**src/rtl/sram_ctrl_pkg.sv**
```systemverilog
package sram_ctrl_pkg;

  typedef enum logic [2:0] {
    ST_IDLE,
    ST_READ,
    ST_WSETUP,
    ST_WPULSE,
    ST_WREC
  } ctrlState_e;

  // Strobes from control to datapath; pin fields describe the next cycle.
  typedef struct packed {
    logic load;     // accept request this cycle
    logic capture;  // sample read bus at the coming edge
    logic select;   // chip selected next cycle
    logic readEn;   // output enable next cycle
    logic writeEn;  // write strobe next cycle
    logic driveEn;  // drive data pins next cycle
  } pinStrobe_t;

  function automatic int cyclesFor(input int ns, input int clkNs);
    return (ns + clkNs - 1) / clkNs;
  endfunction

  function automatic int maxInt(input int a, input int b);
    return (a > b) ? a : b;
  endfunction

endpackage

```
**src/rtl/sram_ctrl_fsm.sv**
```systemverilog
module sram_ctrl_fsm
  import sram_ctrl_pkg::*;
#(
  parameter int RD_CYC   = 6,
  parameter int WP_CYC   = 4,
  parameter int REC_CYC  = 1,
  parameter int TURN_CYC = 2
) (
  input  logic       clk,
  input  logic       rstN,
  input  logic       reqValid,
  input  logic       reqWrite,
  output logic       reqReady,
  output pinStrobe_t strobe
);

  localparam int CNT_MAX = maxInt(RD_CYC, maxInt(WP_CYC, REC_CYC));
  localparam int CNT_W   = $clog2(CNT_MAX + 1);
  localparam int TURN_W  = $clog2(TURN_CYC + 2);

  ctrlState_e        state, nextState;
  logic [CNT_W-1:0]  cnt, nextCnt;
  logic [TURN_W-1:0] turnCnt;

  always_comb begin
    nextState = state;
    nextCnt   = cnt;
    unique case (state)
      ST_IDLE: begin
        if (reqValid) begin
          if (reqWrite) begin
            nextState = ST_WSETUP;
          end else begin
            nextState = ST_READ;
            nextCnt   = CNT_W'(RD_CYC - 1);
          end
        end
      end
      ST_READ: begin
        if (cnt == '0) nextState = ST_IDLE;
        else           nextCnt   = cnt - CNT_W'(1);
      end
      ST_WSETUP: begin
        if (turnCnt == '0) begin
          nextState = ST_WPULSE;
          nextCnt   = CNT_W'(WP_CYC - 1);
        end
      end
      ST_WPULSE: begin
        if (cnt == '0) begin
          nextState = ST_WREC;
          nextCnt   = CNT_W'(REC_CYC - 1);
        end else begin
          nextCnt = cnt - CNT_W'(1);
        end
      end
      ST_WREC: begin
        if (cnt == '0) nextState = ST_IDLE;
        else           nextCnt   = cnt - CNT_W'(1);
      end
      default: nextState = ST_IDLE;
    endcase
  end

  always_ff @(posedge clk) begin
    if (!rstN) begin
      state   <= ST_IDLE;
      cnt     <= '0;
      turnCnt <= '0;
    end else begin
      state <= nextState;
      cnt   <= nextCnt;
      if (state == ST_READ && cnt == '0)
        turnCnt <= TURN_W'(TURN_CYC);
      else if (turnCnt != '0)
        turnCnt <= turnCnt - TURN_W'(1);
    end
  end

  assign reqReady = (state == ST_IDLE);

  always_comb begin
    strobe.load    = (state == ST_IDLE) && reqValid;
    strobe.capture = (state == ST_READ) && (cnt == '0);
    strobe.select  = (nextState != ST_IDLE);
    strobe.readEn  = (nextState == ST_READ);
    strobe.writeEn = (nextState == ST_WPULSE);
    strobe.driveEn = (nextState == ST_WPULSE) || (nextState == ST_WREC);
  end


  turn_done_chk: assert property (@(posedge clk) disable iff (!rstN)
    (state == ST_WPULSE) |-> (turnCnt == '0));


  accept_busy_chk: assert property (@(posedge clk) disable iff (!rstN)
    (reqReady && reqValid) |=> !reqReady);

endmodule

```
**src/rtl/sram_ctrl_dp.sv**
```systemverilog
module sram_ctrl_dp
  import sram_ctrl_pkg::*;
#(
  parameter int ADDR_W = 18,
  parameter int LANES  = 2
) (
  input  logic                clk,
  input  logic                rstN,
  input  pinStrobe_t          strobe,
  input  logic [ADDR_W-1:0]   reqAddr,
  input  logic [LANES*8-1:0]  reqWdata,
  input  logic [LANES-1:0]    reqByteEn,
  output logic                rspValid,
  output logic [LANES*8-1:0]  rspData,
  output logic [ADDR_W-1:0]   memAddr,
  output logic                memCe1N,
  output logic                memCe2,
  output logic                memWeN,
  output logic                memOeN,
  output logic [LANES-1:0]    memByteN,
  output logic [LANES*8-1:0]  memDqOut,
  output logic [LANES-1:0]    memDqOutEn,
  input  logic [LANES*8-1:0]  memDqIn
);

  localparam int DATA_W = LANES * 8;

  logic [DATA_W-1:0] wdataQ;
  logic [LANES-1:0]  laneQ;
  logic [LANES-1:0]  laneSel;

  assign laneSel  = strobe.load ? reqByteEn : laneQ;
  assign memDqOut = wdataQ;

  always_ff @(posedge clk) begin
    if (!rstN) begin
      memAddr <= '0;
      wdataQ  <= '0;
      laneQ   <= '0;
    end else if (strobe.load) begin
      memAddr <= reqAddr;
      wdataQ  <= reqWdata;
      laneQ   <= reqByteEn;
    end
  end

  always_ff @(posedge clk) begin
    if (!rstN) begin
      memCe1N    <= 1'b1;
      memCe2     <= 1'b0;
      memWeN     <= 1'b1;
      memOeN     <= 1'b1;
      memByteN   <= '1;
      memDqOutEn <= '0;
      rspValid   <= 1'b0;
    end else begin
      memCe1N    <= !strobe.select;
      memCe2     <= strobe.select;
      memWeN     <= !strobe.writeEn;
      memOeN     <= !strobe.readEn;
      memByteN   <= strobe.select ? ~laneSel : '1;
      memDqOutEn <= strobe.driveEn ? laneSel : '0;
      rspValid   <= strobe.capture;
    end
  end

  for (genvar i = 0; i < LANES; i++) begin : g_lane
    always_ff @(posedge clk) begin
      if (!rstN)
        rspData[i*8 +: 8] <= '0;
      else if (strobe.capture)
        rspData[i*8 +: 8] <= laneQ[i] ? memDqIn[i*8 +: 8] : 8'h00;
    end
  end


  addr_hold_chk: assert property (@(posedge clk) disable iff (!rstN)
    (!memWeN && $past(!memWeN)) |-> $stable(memAddr));


  no_contention_chk: assert property (@(posedge clk) disable iff (!rstN)
    (memDqOutEn != '0) |-> memOeN);


  write_pins_chk: assert property (@(posedge clk) disable iff (!rstN)
    !memWeN |-> (memOeN && !memCe1N && memCe2 && (memDqOutEn == ~memByteN)));


  standby_chk: assert property (@(posedge clk) disable iff (!rstN)
    memCe1N |-> (!memCe2 && (memByteN == '1) && memWeN && memOeN && (memDqOutEn == '0)));


  rsp_pulse_chk: assert property (@(posedge clk) disable iff (!rstN)
    rspValid |=> !rspValid);

endmodule

```
**src/rtl/sram_async_ctrl.sv**
```systemverilog
module sram_async_ctrl
  import sram_ctrl_pkg::*;
#(
  parameter int ADDR_W      = 18,
  parameter int LANES       = 2,
  parameter int CLK_NS      = 10,
  parameter int T_ACCESS_NS = 55,
  parameter int T_RCYCLE_NS = 55,
  parameter int T_WPULSE_NS = 40,
  parameter int T_DSETUP_NS = 20,
  parameter int T_WCYCLE_NS = 55,
  parameter int T_HIZ_NS    = 20
) (
  input  logic                clk,
  input  logic                rstN,
  input  logic                reqValid,
  output logic                reqReady,
  input  logic                reqWrite,
  input  logic [ADDR_W-1:0]   reqAddr,
  input  logic [LANES*8-1:0]  reqWdata,
  input  logic [LANES-1:0]    reqByteEn,
  output logic                rspValid,
  output logic [LANES*8-1:0]  rspData,
  output logic [ADDR_W-1:0]   memAddr,
  output logic                memCe1N,
  output logic                memCe2,
  output logic                memWeN,
  output logic                memOeN,
  output logic [LANES-1:0]    memByteN,
  output logic [LANES*8-1:0]  memDqOut,
  output logic [LANES-1:0]    memDqOutEn,
  input  logic [LANES*8-1:0]  memDqIn
);

  localparam int RD_CYC = maxInt(1, maxInt(cyclesFor(T_ACCESS_NS, CLK_NS),
                                           cyclesFor(T_RCYCLE_NS, CLK_NS)));
  localparam int WP_CYC = maxInt(1, maxInt(cyclesFor(T_WPULSE_NS, CLK_NS),
                                           cyclesFor(T_DSETUP_NS, CLK_NS)));
  localparam int REC_CYC  = maxInt(1, cyclesFor(T_WCYCLE_NS, CLK_NS) - WP_CYC - 1);
  localparam int TURN_CYC = cyclesFor(T_HIZ_NS, CLK_NS);

  pinStrobe_t strobe;

  sram_ctrl_fsm #(
    .RD_CYC  (RD_CYC),
    .WP_CYC  (WP_CYC),
    .REC_CYC (REC_CYC),
    .TURN_CYC(TURN_CYC)
  ) u_fsm (
    .clk     (clk),
    .rstN    (rstN),
    .reqValid(reqValid),
    .reqWrite(reqWrite),
    .reqReady(reqReady),
    .strobe  (strobe)
  );

  sram_ctrl_dp #(
    .ADDR_W(ADDR_W),
    .LANES (LANES)
  ) u_dp (
    .clk       (clk),
    .rstN      (rstN),
    .strobe    (strobe),
    .reqAddr   (reqAddr),
    .reqWdata  (reqWdata),
    .reqByteEn (reqByteEn),
    .rspValid  (rspValid),
    .rspData   (rspData),
    .memAddr   (memAddr),
    .memCe1N   (memCe1N),
    .memCe2    (memCe2),
    .memWeN    (memWeN),
    .memOeN    (memOeN),
    .memByteN  (memByteN),
    .memDqOut  (memDqOut),
    .memDqOutEn(memDqOutEn),
    .memDqIn   (memDqIn)
  );

endmodule

```
**config.mk**
```make
export PLATFORM = sky130hd
export DESIGN_NAME = sram_async_ctrl
export DESIGN_NICKNAME = d
export VERILOG_FILES = /design/src/rtl/sram_ctrl_pkg.sv /design/src/rtl/sram_ctrl_fsm.sv /design/src/rtl/sram_ctrl_dp.sv /design/src/rtl/sram_async_ctrl.sv
export SDC_FILE = /design/constraint.sdc
export NUM_CORES = 1
export LEC_CHECK = 0
export BUFFER_PORTS_ARGS = -buffer_cell sky130_fd_sc_hd__buf_4
export CAP_MARGIN = 5
export CORE_MARGIN = 4
export CORE_UTILIZATION = 53
export CTS_BUF_LIST = sky130_fd_sc_hd__clkbuf_8
export DETAILED_ROUTE_END_ITERATION = 10
export GPL_TIMING_DRIVEN = 0
export HOLD_SLACK_MARGIN = 0.08
export MAX_ROUTING_LAYER = met4
export PLACE_DENSITY = 0.86
export SLEW_MARGIN = 5
export SYNTH_ARGS = -nofsm -noshare
export SYNTH_HDL_FRONTEND = slang
export SYNTH_HIERARCHICAL = 1
export SYNTH_SLANG_ARGS = --single-unit
```
**constraint.sdc**
```tcl
create_clock -name clk -period 4.6 [get_ports clk]
set_input_delay 0.92 -clock clk [delete_from_list [all_inputs] [get_ports clk]]
set_output_delay 0.92 -clock clk [all_outputs]
set_load 0.01 [all_outputs]
```
======== Word level (Yosys, flattened, before mapping) ========
Cells that the tools add are included.
word-level totals
  output and inout bits ................... 60
  logic and storage cells ................. 66
  input port bits ......................... 56
  flip-flop bits (word level) ............. 69
operators by class
  add/sub/neg operators ................... 2
  reductions and logical operators ........ 18
  eq/ne operators ......................... 11
  bitwise logic cells ..................... 2
  multiplexer cells ....................... 17
operators by type and width
  kind                   count
  $mux W3                9
  $pmux W3 S4            2
  $mux W8                2
  $eq A3 B2 Y1 const B   3
  $mux W2                4
  $eq A3 B1 Y1 const B   2
  $eq A3 B3 Y1 const B   2
  $logic_not A3 Y1       2
  $ne A2 B2 Y1 const B   3
  $reduce_and A5 Y1      1
  $reduce_and A2 Y1      2
  $reduce_bool A2 Y1     2
  $reduce_bool A4 Y1     1
  $reduce_or A2 Y1       2
  $logic_not A1 Y1       3
  $reduce_bool A3 Y1     1
  $sub A3 B1 Y3 const B  1
  $logic_and A1 B1 Y1    2
  $logic_not A2 Y1       1
  $ne A2 B1 Y1 const B   1
  $not A2 Y2             1
  $sub A2 B1 Y2 const B  1
  $logic_or A1 B1 Y1     1
  $not A1 Y1             1

======== Longest topological paths before layout ========
Gate-level depths: netlist of the first run.
  depth after elaboration ................. 6
  gate-level depth with buffers ........... 9
  mapped depth without buffers ............ 9

======== Hierarchy ========
Netlist of the first run, hierarchy kept.
by module, submodules not included
  module         area an instance (um2)  sequential area each (um2)  cells an instance  times used
  sram_ctrl_dp   2265.9                  1221.2                      208                1
  sram_ctrl_fsm  536.8                   160.2                       71                 1

======== Least setup slack after synthesis of the first run ========
Ideal clock, no wire load.
  kind .................................... input port to flip-flop
  start point ............................. input reqValid
  end point ............................... register u_dp.memAddr[0]
  path buffers ............................ 2
  library setup time ...................... 0.116 ns
  slack ................................... 2.603 ns
  required time ........................... 4.484 ns
  stages .................................. 6
  data arrival time ....................... 1.881 ns
  cell sequence ........................... nor2b_1 -> nor3b_1 -> buf_6 -> buf_12 -> mux2i_1 -> nor2b_1
RTL lines
  what                    RTL line               RTL
  start: declaration      sram_async_ctrl.sv:16  input logic reqValid,
  end signal: assignment  sram_ctrl_dp.sv:41     memAddr <= reqAddr;
  end: declaration        sram_ctrl_dp.sv:15     output logic [ADDR_W-1:0] memAddr,

======== Worst setup path after layout of the first run ========
  start point ............................. register u_fsm.state[2]
  end point ............................... output reqReady
between the ends
  word-level cells in the longest chain between the ends .. 1
ends and longest elaborated chain
  what                      RTL line               RTL
  start: declaration        sram_ctrl_fsm.sv:21    ctrlState_e state, nextState;
  start signal: assignment  sram_ctrl_fsm.sv:71    state <= nextState;
  $logic_not A3 Y1          sram_ctrl_fsm.sv:80    assign reqReady = (state == ST_IDLE);
  end: declaration          sram_async_ctrl.sv:17  output logic reqReady,
Every way passes these cells.

==> run metrics, run 1 <==
status complete, no violations; register area roughly 1400 µm²; CTS tree done; ant diodes 0; Final Cycle Share 0.502; maximum root-to-sink buffer count 2; Fmax achieved ~430 MHz; Root Buffer clkbuf_8; drt wl/cell roughly 14 µm; final hold vios 0; Nets ~460; slew at the pin with the worst max-slew slack 711 ps; VDD IR max a little over 0.0002 V; final WL around 6.8 mm; first-pass GRT wire length between 10 and 15 mm; kind of critical path flop to output port; routed vias approximately 2400; Reg2Reg Depth 8; Tot GR Track Use 0.218; synth warn 6; cells after synthesis 279; Final Cell Area between 3000 and 4000 µm²; layout cells sized above 1 0.358; Sink Count 69; worst-case clock skew slightly above 10 ps; First-pass DRT Iterations 4; Worst Setup Slack, final roughly 2300 ps; Die Footprint about 6500 µm²; Cell Count, Final, Fillers Out about 480; synthesis-to-layout area growth 39.8%; vias in the first global route ~2300; pre-CTS WS about 2300 ps; Fill cells around 360; post-route minimum period 2310 ps; GPL Wtd Cong ~0.82; Reg clk slew, reported paths about 70 ps; register bit count reported by yosys roughly 70; Via-to-Cell Ratio ~5.1; Clock Latency Late Sink 330 ps; Hold-fix buffers, CTS 0; die width ~81 µm; Cell Pwr Density approximately 380 nW/µm²; boundary pin count 116; Most used DFF post-synth dfxtp_1; post_cts resized 0; worst path arrival time ~1400 ps; worst-path fanout max 10; final slew viol count 0; post-synthesis sequential area ratio 0.493; normalized max-slew margin 0.522; row cnt 26; antenna-violating nets left 0; Synth area leader dfxtp_1; Synth Net Count roughly 340; Setup crit start kind flop; crit path launch u_fsm/state[2]$_SDFF_PN0_; Synth top area share 0.493; Placed Area around 3800 µm²; PortBufs approximately 120; most frequent cell after synthesis dfxtp_1; Worst Hold Depth 2; Post-synth EDFFs 0; Static Leakage 0.00183 µW; ys async rst share 0; HPWL Detailed around 5 mm; First DRT Iteration DRCs 122; core area ~5100 µm²; total gr overflow 0; synth top area cells dfxtp_1, mux2i_1, nor2b_1; worst hold path type flop to flop; # setup viols final 0; initial antenna violation count 0; Hold Startpoint u_fsm/turnCnt[1]$_SDFFE_PN0P_; max-cap violations 0; Placed Cells 464; Unique masters post-synth 33; WP data required 3680 ps; largest net degree at the start of global routing 11; Post-CTS Repair Setup Buffers 0; Post-Syn Area between 2000 and 3000 µm²; starting density of the core 0.549; RSZ-0062 raised after global routing false; setup TNS 0 ps; H-tree levels 3; DIE HEIGHT between 80 and 90 µm; Worst setup EP type output port; Avg Synthesized Cell Area between 10 and 15 µm²; clock buffer count from CTS 9; r2r startpoint u_fsm/cnt[0]$_SDFFE_PN0P_; DRC Markers 0; area occupied by multi-input gates ~1300 µm²; most frequent cells after synthesis dfxtp_1, nor2b_1, mux2i_1
[layout by cell type, fill, tap and decap left out, types with 2 or more instances in the layout]
cell      count
a21oi_1       3
buf_2        11
o21ai_1       2
nor3_1        4
clkinv_2      2
mux2i_1      36
a22oi_1       2
nor2b_1      40
nand4_1      16
o21a_1        2
and2_1        5
nand3b_1     17
buf_4       115
inv_1         6
clkbuf_1      5
dfxtp_1      69
buf_12        3
nand2_1      28
o21ai_0       2
ha_1          2
clkbuf_8     11
nor4_1        2
nor2_1        8
nand2b_1      5
[where the power goes]
part | switching (µW) | internal (µW) | leakage, µW
Sequential | 26.5 | 649 | 0.000564
Combinational | 187 | 200 | 0.00117
Clock | 204 | 215 | 0.0000922
[path summary, 6_finish.rpt]
| path | endpoint | slack, ps |
|---|---|---|
| max | reqReady | 2290 |
| min | u_fsm/turnCnt[0]$_SDFFE_PP0N_ | 470 |
| max reg2reg | u_dp/rspData[12]$_SDFFE_PN0P_ | 2320 |
| min reg2reg | u_fsm/turnCnt[0]$_SDFFE_PP0N_ | 470 |
[cell families (layout without fill, tap and decap cells)]
group | count (synthesis) | count (layout) | share of synthesized area
fa+ha+maj | 2 | 2 | 0.00893
compound gates | 18 | 18 | 0.0469
buf+inv | 25 | 154 | 0.0585
mux | 36 | 36 | 0.129
simple gates | 129 | 129 | 0.264
flops | 69 | 69 | 0.493
[worst max-delay path, cell delays in order (launching register included)]
cell      delay, ps
dfxtp_1         410
clkbuf_1        380
nor3_1          120
buf_4           160
[sequential cells by signal (all words and copies together) (netlist names)]
signal	count
u_dp/laneQ	2
u_dp/memAddr	18
u_dp/memByteN	2
u_dp/memCe1N	1
u_dp/memCe2	1
u_dp/memDqOut	16
u_dp/memDqOutEn	2
u_dp/memOeN	1
u_dp/memWeN	1
u_dp/rspData	16
u_dp/rspValid	1
u_fsm/cnt	3
u_fsm/state	3
u_fsm/turnCnt	2
[final cells by class]
type | count | area share
plain buffers | 20 | 0.0370
multi-input cells | 185 | 0.321
clock buffers | 11 | 0.0386
flip-flops and latches | 69 | 0.352
inverters | 5 | 0.00479
repair buffers | 115 | 0.220
well taps | 70 | 0.0223
clock inverters | 3 | 0.00351
[through the flow]
| stage | hold WS [ps] | util | total power (µW) |
|---|---|---|---|
| after CTS | 463 | 0.767 | 1490 |
| after detailed placement | 456 | 0.735 | 1070 |
| after floorplan | 441 | - | 925 |
| after global placement | 450 | 0.735 | 1060 |
| after global routing | 492 | 0.767 | 1560 |
| final | 467 | 0.767 | 1480 |
[layer usage]
layer  part of all wire  track usage  vias to the layer above
met4             0.0053       0.0439                        0
met3               0.10       0.0751                        6
met5                  0            -                        -
met1               0.41        0.253                     1104
met2               0.48        0.368                      109
li1                   -            -                     1206
Power figures use the tool's default switching activity.
==> run 2, diff against run 1 <==
- CORE_UTILIZATION: 53 -> 49
- PLACE_DENSITY: 0.86 -> 0.8
- clock period: 4.6 -> 2.36 ns (I/O delays scaled with it)
==> run metrics, run 2 (synthesized netlist as in run 1, its figures left out) <==
CTS tree done; R2R Setup Slk 260 ps (-2060 ps); worst path bufs/invs 2 (unchanged); routed vias 2416 (-0.37%); antenna-violating nets left 0 (unchanged); vias in the first global route 2478 (+6.4%); worst path arrival time 2320 ps (+930 ps); kind of critical path flop to flop; core area 5540 µm² (+8.5%); clock buffer count from CTS 9 (unchanged); HPWL Detailed 5.17 mm (+2.0%); setup TNS 0 ps (unchanged); max reg flops 18 (unchanged); most common cell after layout, fill and taps aside buf_4; cell internal pwr 2180 µW (+110%); synthesis-to-layout area growth 40.8%; Sink Count 69 (unchanged); starting density of the core 0.506 (-0.0429); final WL 6.91 mm (+1.2%); WP data required 2580 ps (-1100 ps); # setup viols final 0 (unchanged); Psw 811 µW (+94%); CP max stage cell nor3_2; Fmax achieved approximately 480 MHz; worst path cell trace inv_1 -> ha_1 -> nor2b_1 -> nand2_1 -> nor3_2 -> clkbuf_1 -> nand3b_1 -> nand2_1; Fill cells 439 (+22%); H-tree levels 3 (unchanged); die width 83.6 µm (+3.6%); row cnt 27 (+3.8%); Final Cycle Share 0.888; Crit path largest cell delay 390 ps (-20 ps); normalized max-slew margin 0.679 (+0.156); Static Leakage 0.00184 µW (+0.48%); sequential share of power 0.440 (-0.016); ant diodes 0 (unchanged); worst hold path type input port to flop; slew at the pin with the worst max-slew slack 479 ps (-232 ps); final slew viol count 0 (unchanged); Hold-fix buffers, CTS 0 (unchanged); worst-case clock skew 6.59 ps (-3.64 ps); worst-path fanout max 10 (unchanged); post_cts resized 0 (unchanged); Cell Pwr Density 759 nW/µm² (+100%); commonest cells after routing, fill and taps aside buf_4, dfxtp_1, nor2b_1; total gr overflow 0 (unchanged); Switching Share 0.271 (-0.0112); Setup crit start kind flop; VDD IR max 0.000427 V (+110%); post-route minimum period about 2100 ps; Clock power frac 0.308 (+0.025); Die Footprint 6990 µm² (+7.3%); Clock Latency Late Sink 320 ps (about the same); PortBufs 115 (unchanged); layout cells sized above 1 0.361 (+0.00334); drt wl/cell 14.4 µm (+0.96%); Final Power 2990 µW (+100%); most frequent cell on the critical path nand2_1; First-pass DRT Iterations 4 (unchanged); Reg clk slew, reported paths 70 ps (about the same); Via-to-Cell Ratio 5.04 (-0.58%); First DRT Iteration DRCs 113 (-7.4%); RSZ-0062 raised after global routing false; Post-CTS Repair Setup Buffers 0 (unchanged); Biggest register u_dp/memAddr; GPL Wtd Cong 0.811 (-1.5%); initial antenna violation count 0 (unchanged); final hold vios 0 (unchanged); CP delay by family, top simple AND/OR/NAND/NOR gates; combinational fraction of design power 0.252 (-0.009); first-pass GRT wire length 11.6 mm (+8.2%); largest net degree at the start of global routing 11 (unchanged); boundary pin count 116 (unchanged); status complete, no violations; Nets 463 (unchanged); Placed Area 3760 µm² (about the same); Worst setup EP type flop; DRC Markers 0 (unchanged); DIE HEIGHT 83.6 µm (+3.6%); Root Buffer clkbuf_8; maximum root-to-sink buffer count 2 (unchanged); Final Cell Area 3950 µm² (+0.73%); max-cap violations 0 (unchanged); Tot GR Track Use 0.209 (-0.00941)
-- run 2: cell types whose count changed in the layout (fill, tap and decap cells not counted), sizes merged --
cell and change:
bufinv +1, clkinv -1, inv -1
-- run 2: through the flow --
stage	setup WS [ps]	std cells	utilization	hold slack, ps
floorplan	642	279	-	441
global placement	239	466	0.678	449
detailed placement	183	466	0.678	459
CTS	153	479	0.712	373
global route	29.4	479	0.713	367
finish	264	479	0.713	387
-- run 2: power groups by stage --
| stage | logic [µW] | clock network, µW | registers, µW |
|---|---|---|---|
| floorplan | 429 | 0 | 1370 |
| global placement | 732 | 0 | 1340 |
| detailed placement | 751 | 0 | 1340 |
| CTS | 755 | 943 | 1320 |
| global route | 822 | 1000 | 1330 |
| finish | 753 | 923 | 1320 |
-- run 2: tightest hold or removal path: stages --
cell	delay, ps
buf_4	80
nand4_1	80
nand2_1	60
-- run 2: final timing paths --
kind                                               startpoint                            end  cells after the start
worst max-delay path                u_fsm/cnt[0]$_SDFFE_PN0P_  u_dp/rspData[13]$_SDFFE_PN0P_                      8
worst min-delay path                              memDqIn[11]  u_dp/rspData[11]$_SDFFE_PN0P_                      3
worst max register to register      u_fsm/cnt[0]$_SDFFE_PN0P_  u_dp/rspData[13]$_SDFFE_PN0P_                      8
worst min register to register  u_dp/rspData[10]$_SDFFE_PN0P_  u_dp/rspData[10]$_SDFFE_PN0P_                      2
-- run 2: layout make-up --
cell class,count,area [µm²],share of cell area
inverters,5,18.8,0.00475
plain buffers,20,145,0.0368
repair buffers,115,863,0.219
clock inverters,2,35.0,0.00887
multi-input cells,185,1260,0.320
flip-flops and latches,69,1380,0.350
well taps,72,90.1,0.0228
clock buffers,11,151,0.0384
-- run 2: per-layer routing --
layer | part of all wire | vias up | GRT usage
li1 | - | 1198 | -
met1 | 0.43 | 1101 | 0.256
met2 | 0.47 | 110 | 0.329
met3 | 0.083 | 7 | 0.0642
met4 | 0.010 | 0 | 0.0687
met5 | 0 | - | -
==> run 3, diff against run 2 <==
- CORE_UTILIZATION: 49 -> 45
- PLACE_DENSITY: 0.8 -> 0.78
- clock period: 2.36 -> 1.73 ns (I/O delays scaled with it)
==> run metrics, run 3 (synthesized netlist as in run 1, its figures left out) <==
final WL 6.92 mm (about the same); row cnt 28 (+3.7%); Psw 1180 µW (+45%); kind of critical path flop to flop; Reg clk slew, reported paths 70 ps (about the same); slew at the pin with the worst max-slew slack 351 ps (-128 ps); synthesis-to-layout area growth 45.3%; Sink Count 69 (unchanged); Static Leakage 0.00190 µW (+3.2%); Clock power frac 0.332 (+0.024); starting density of the core 0.468 (-0.0380); Setup crit start kind flop; worst hold path type input port to flop; Die Footprint 7560 µm² (+8.0%); Clock Latency Late Sink 340 ps (+20 ps); Hold WS 243 ps (-144 ps); routed vias 2414 (-0.083%); die width 86.9 µm (+3.9%); final hold vios 0 (unchanged); core area 5990 µm² (+8.1%); Post-Route M1 WL 3.00 mm (+0.67%); max-cap violations 0 (unchanged); Finished Core Util 0.680 (-0.0329); most common cell after layout, fill and taps aside buf_4; status finished with violations; largest net degree at the start of global routing 12 (+1); Cell Pwr Density 1080 nW/µm² (+42%); antenna-violating nets left 0 (unchanged); initial antenna violation count 0 (unchanged); final slew viol count 0 (unchanged); drt wl/cell 14.2 µm (-1.8%); Fmax achieved 574 MHz (+20%); Worst Setup Slack, final -11.1 ps (-275 ps); DIE HEIGHT 86.9 µm (+3.9%); First DRT Iteration DRCs 65 (-42%); boundary pin count 116 (unchanged); normalized max-slew margin 0.766 (+0.0873); Via-to-Cell Ratio 4.95 (-1.9%); post-route minimum period 1740 ps (-355 ps); # setup viols final 3 (+3); ant diodes 0 (unchanged); H-tree levels 3 (unchanged); WL met3 597 µm (+4.2%); maximum root-to-sink buffer count 2 (unchanged); WP data required 2020 ps (-560 ps); RSZ-0062 raised after global routing true; HPWL Detailed 5.08 mm (-1.7%); failing checks negative setup slack; top sig layer met4; Tot GR Track Use 0.186 (-0.0233); GPL Wtd Cong 0.889 (+9.6%); max reg flops 18 (unchanged); Biggest register u_dp/memAddr; cell internal pwr 3210 µW (+47%); total gr overflow 0 (unchanged); Root Buffer clkbuf_8; first-pass GRT wire length 10.8 mm (-6.9%); metal2 WL 3.21 mm (-2.2%); sequential share of power 0.412 (-0.028); VDD IR max 0.000480 V (+12%); Final Cycle Share 1.01 (+0.118); worst path arrival time 2030 ps (-290 ps); First-pass DRT Iterations 4 (unchanged); DRC Markers 0 (unchanged); clock buffer count from CTS 9 (unchanged); PortBufs 115 (unchanged); CTS tree done; Nets 466 (+0.65%); Worst setup EP type flop; combinational fraction of design power 0.256 (+0.004); worst-path fanout max 4 (-6); Fill cells 492 (+12%); vias in the first global route 2362 (-4.7%); worst-case clock skew 6.00 ps (-0.588 ps); layout cells sized above 1 0.400 (+0.0383); Switching Share 0.269 (-0.00227); commonest cells after routing, fill and taps aside buf_4, dfxtp_1, nor2b_1
==> run 3: final timing paths <==
check,slack (ps),endpoint,cells past startpoint,from
worst min register to register,480,u_dp/rspData[1]$_SDFFE_PN0P_,2,u_dp/rspData[1]$_SDFFE_PN0P_
worst min-delay path,240,u_dp/rspData[0]$_SDFFE_PN0P_,3,memDqIn[0]
worst max register to register,-10,u_dp/memByteN[0]$_SDFF_PN1_,9,u_fsm/cnt[0]$_SDFFE_PN0P_
worst max-delay path,-10,u_dp/memByteN[0]$_SDFF_PN1_,9,u_fsm/cnt[0]$_SDFFE_PN0P_
==> run 3: stage by stage <==
stage          power, µW  setup TNS, ps  worst slack, ps  cells  cell area (µm²)
4_1_cts             4350          -33.2            -14.9    486             4020
5_1_grt             4580           -206            -70.6    488             4070
6_report            4380          -27.1            -11.1    488             4070
2_1_floorplan       2460              0             11.8    279             2800
3_5_place_dp        2850          -8720             -489    469             3760
3_3_place_gp        2830          -6940             -418    469             3760
==> run 3: timing repair <==
item	CTS	global route
hold endpoints to repair	0	0
hold buffers	0	0
cloned	0	0
pin swaps	1	4
buffers inserted	1	2
gates resized for setup	10	14
setup endpoints to repair	23	58
==> run 3: power groups by stage <==
stage,clock [µW],combinational (µW),sequential (µW)
CTS,1480,1070,1800
global route,1540,1220,1820
detailed placement,0,1020,1830
global placement,0,1000,1830
floorplan,0,585,1870
finish,1460,1120,1810
==> run 3: final cells by class <==
cell class | instances | area, µm² | share of cell area
Multi-Input combinational cell | 185 | 1310 | 0.321
Tap cell | 75 | 93.8 | 0.0230
Sequential cell | 69 | 1380 | 0.340
Timing Repair Buffer | 118 | 886 | 0.218
Clock buffer | 11 | 151 | 0.0372
Clock inverter | 5 | 73.8 | 0.0181
Inverter | 5 | 18.8 | 0.00461
Buffer | 20 | 156 | 0.0384
==> run 3: routing by layer <==
| layer | vias to the layer above | global-route usage |
|---|---|---|
| li1 | 1216 | - |
| met5 | - | - |
| met2 | 100 | 0.293 |
| met3 | 13 | 0.0445 |
| met1 | 1085 | 0.232 |
| met4 | 0 | 0.0637 |
==> run 3: critical path, stage by stage (launching register included) <==
cell and delay (ps):
dfxtp_2 330, inv_2 80, ha_4 140, nor2b_4 190, nand2_2 100, a22oi_2 230
nor2_2 90, or3_1 320, and2_4 160, nand2b_1 60
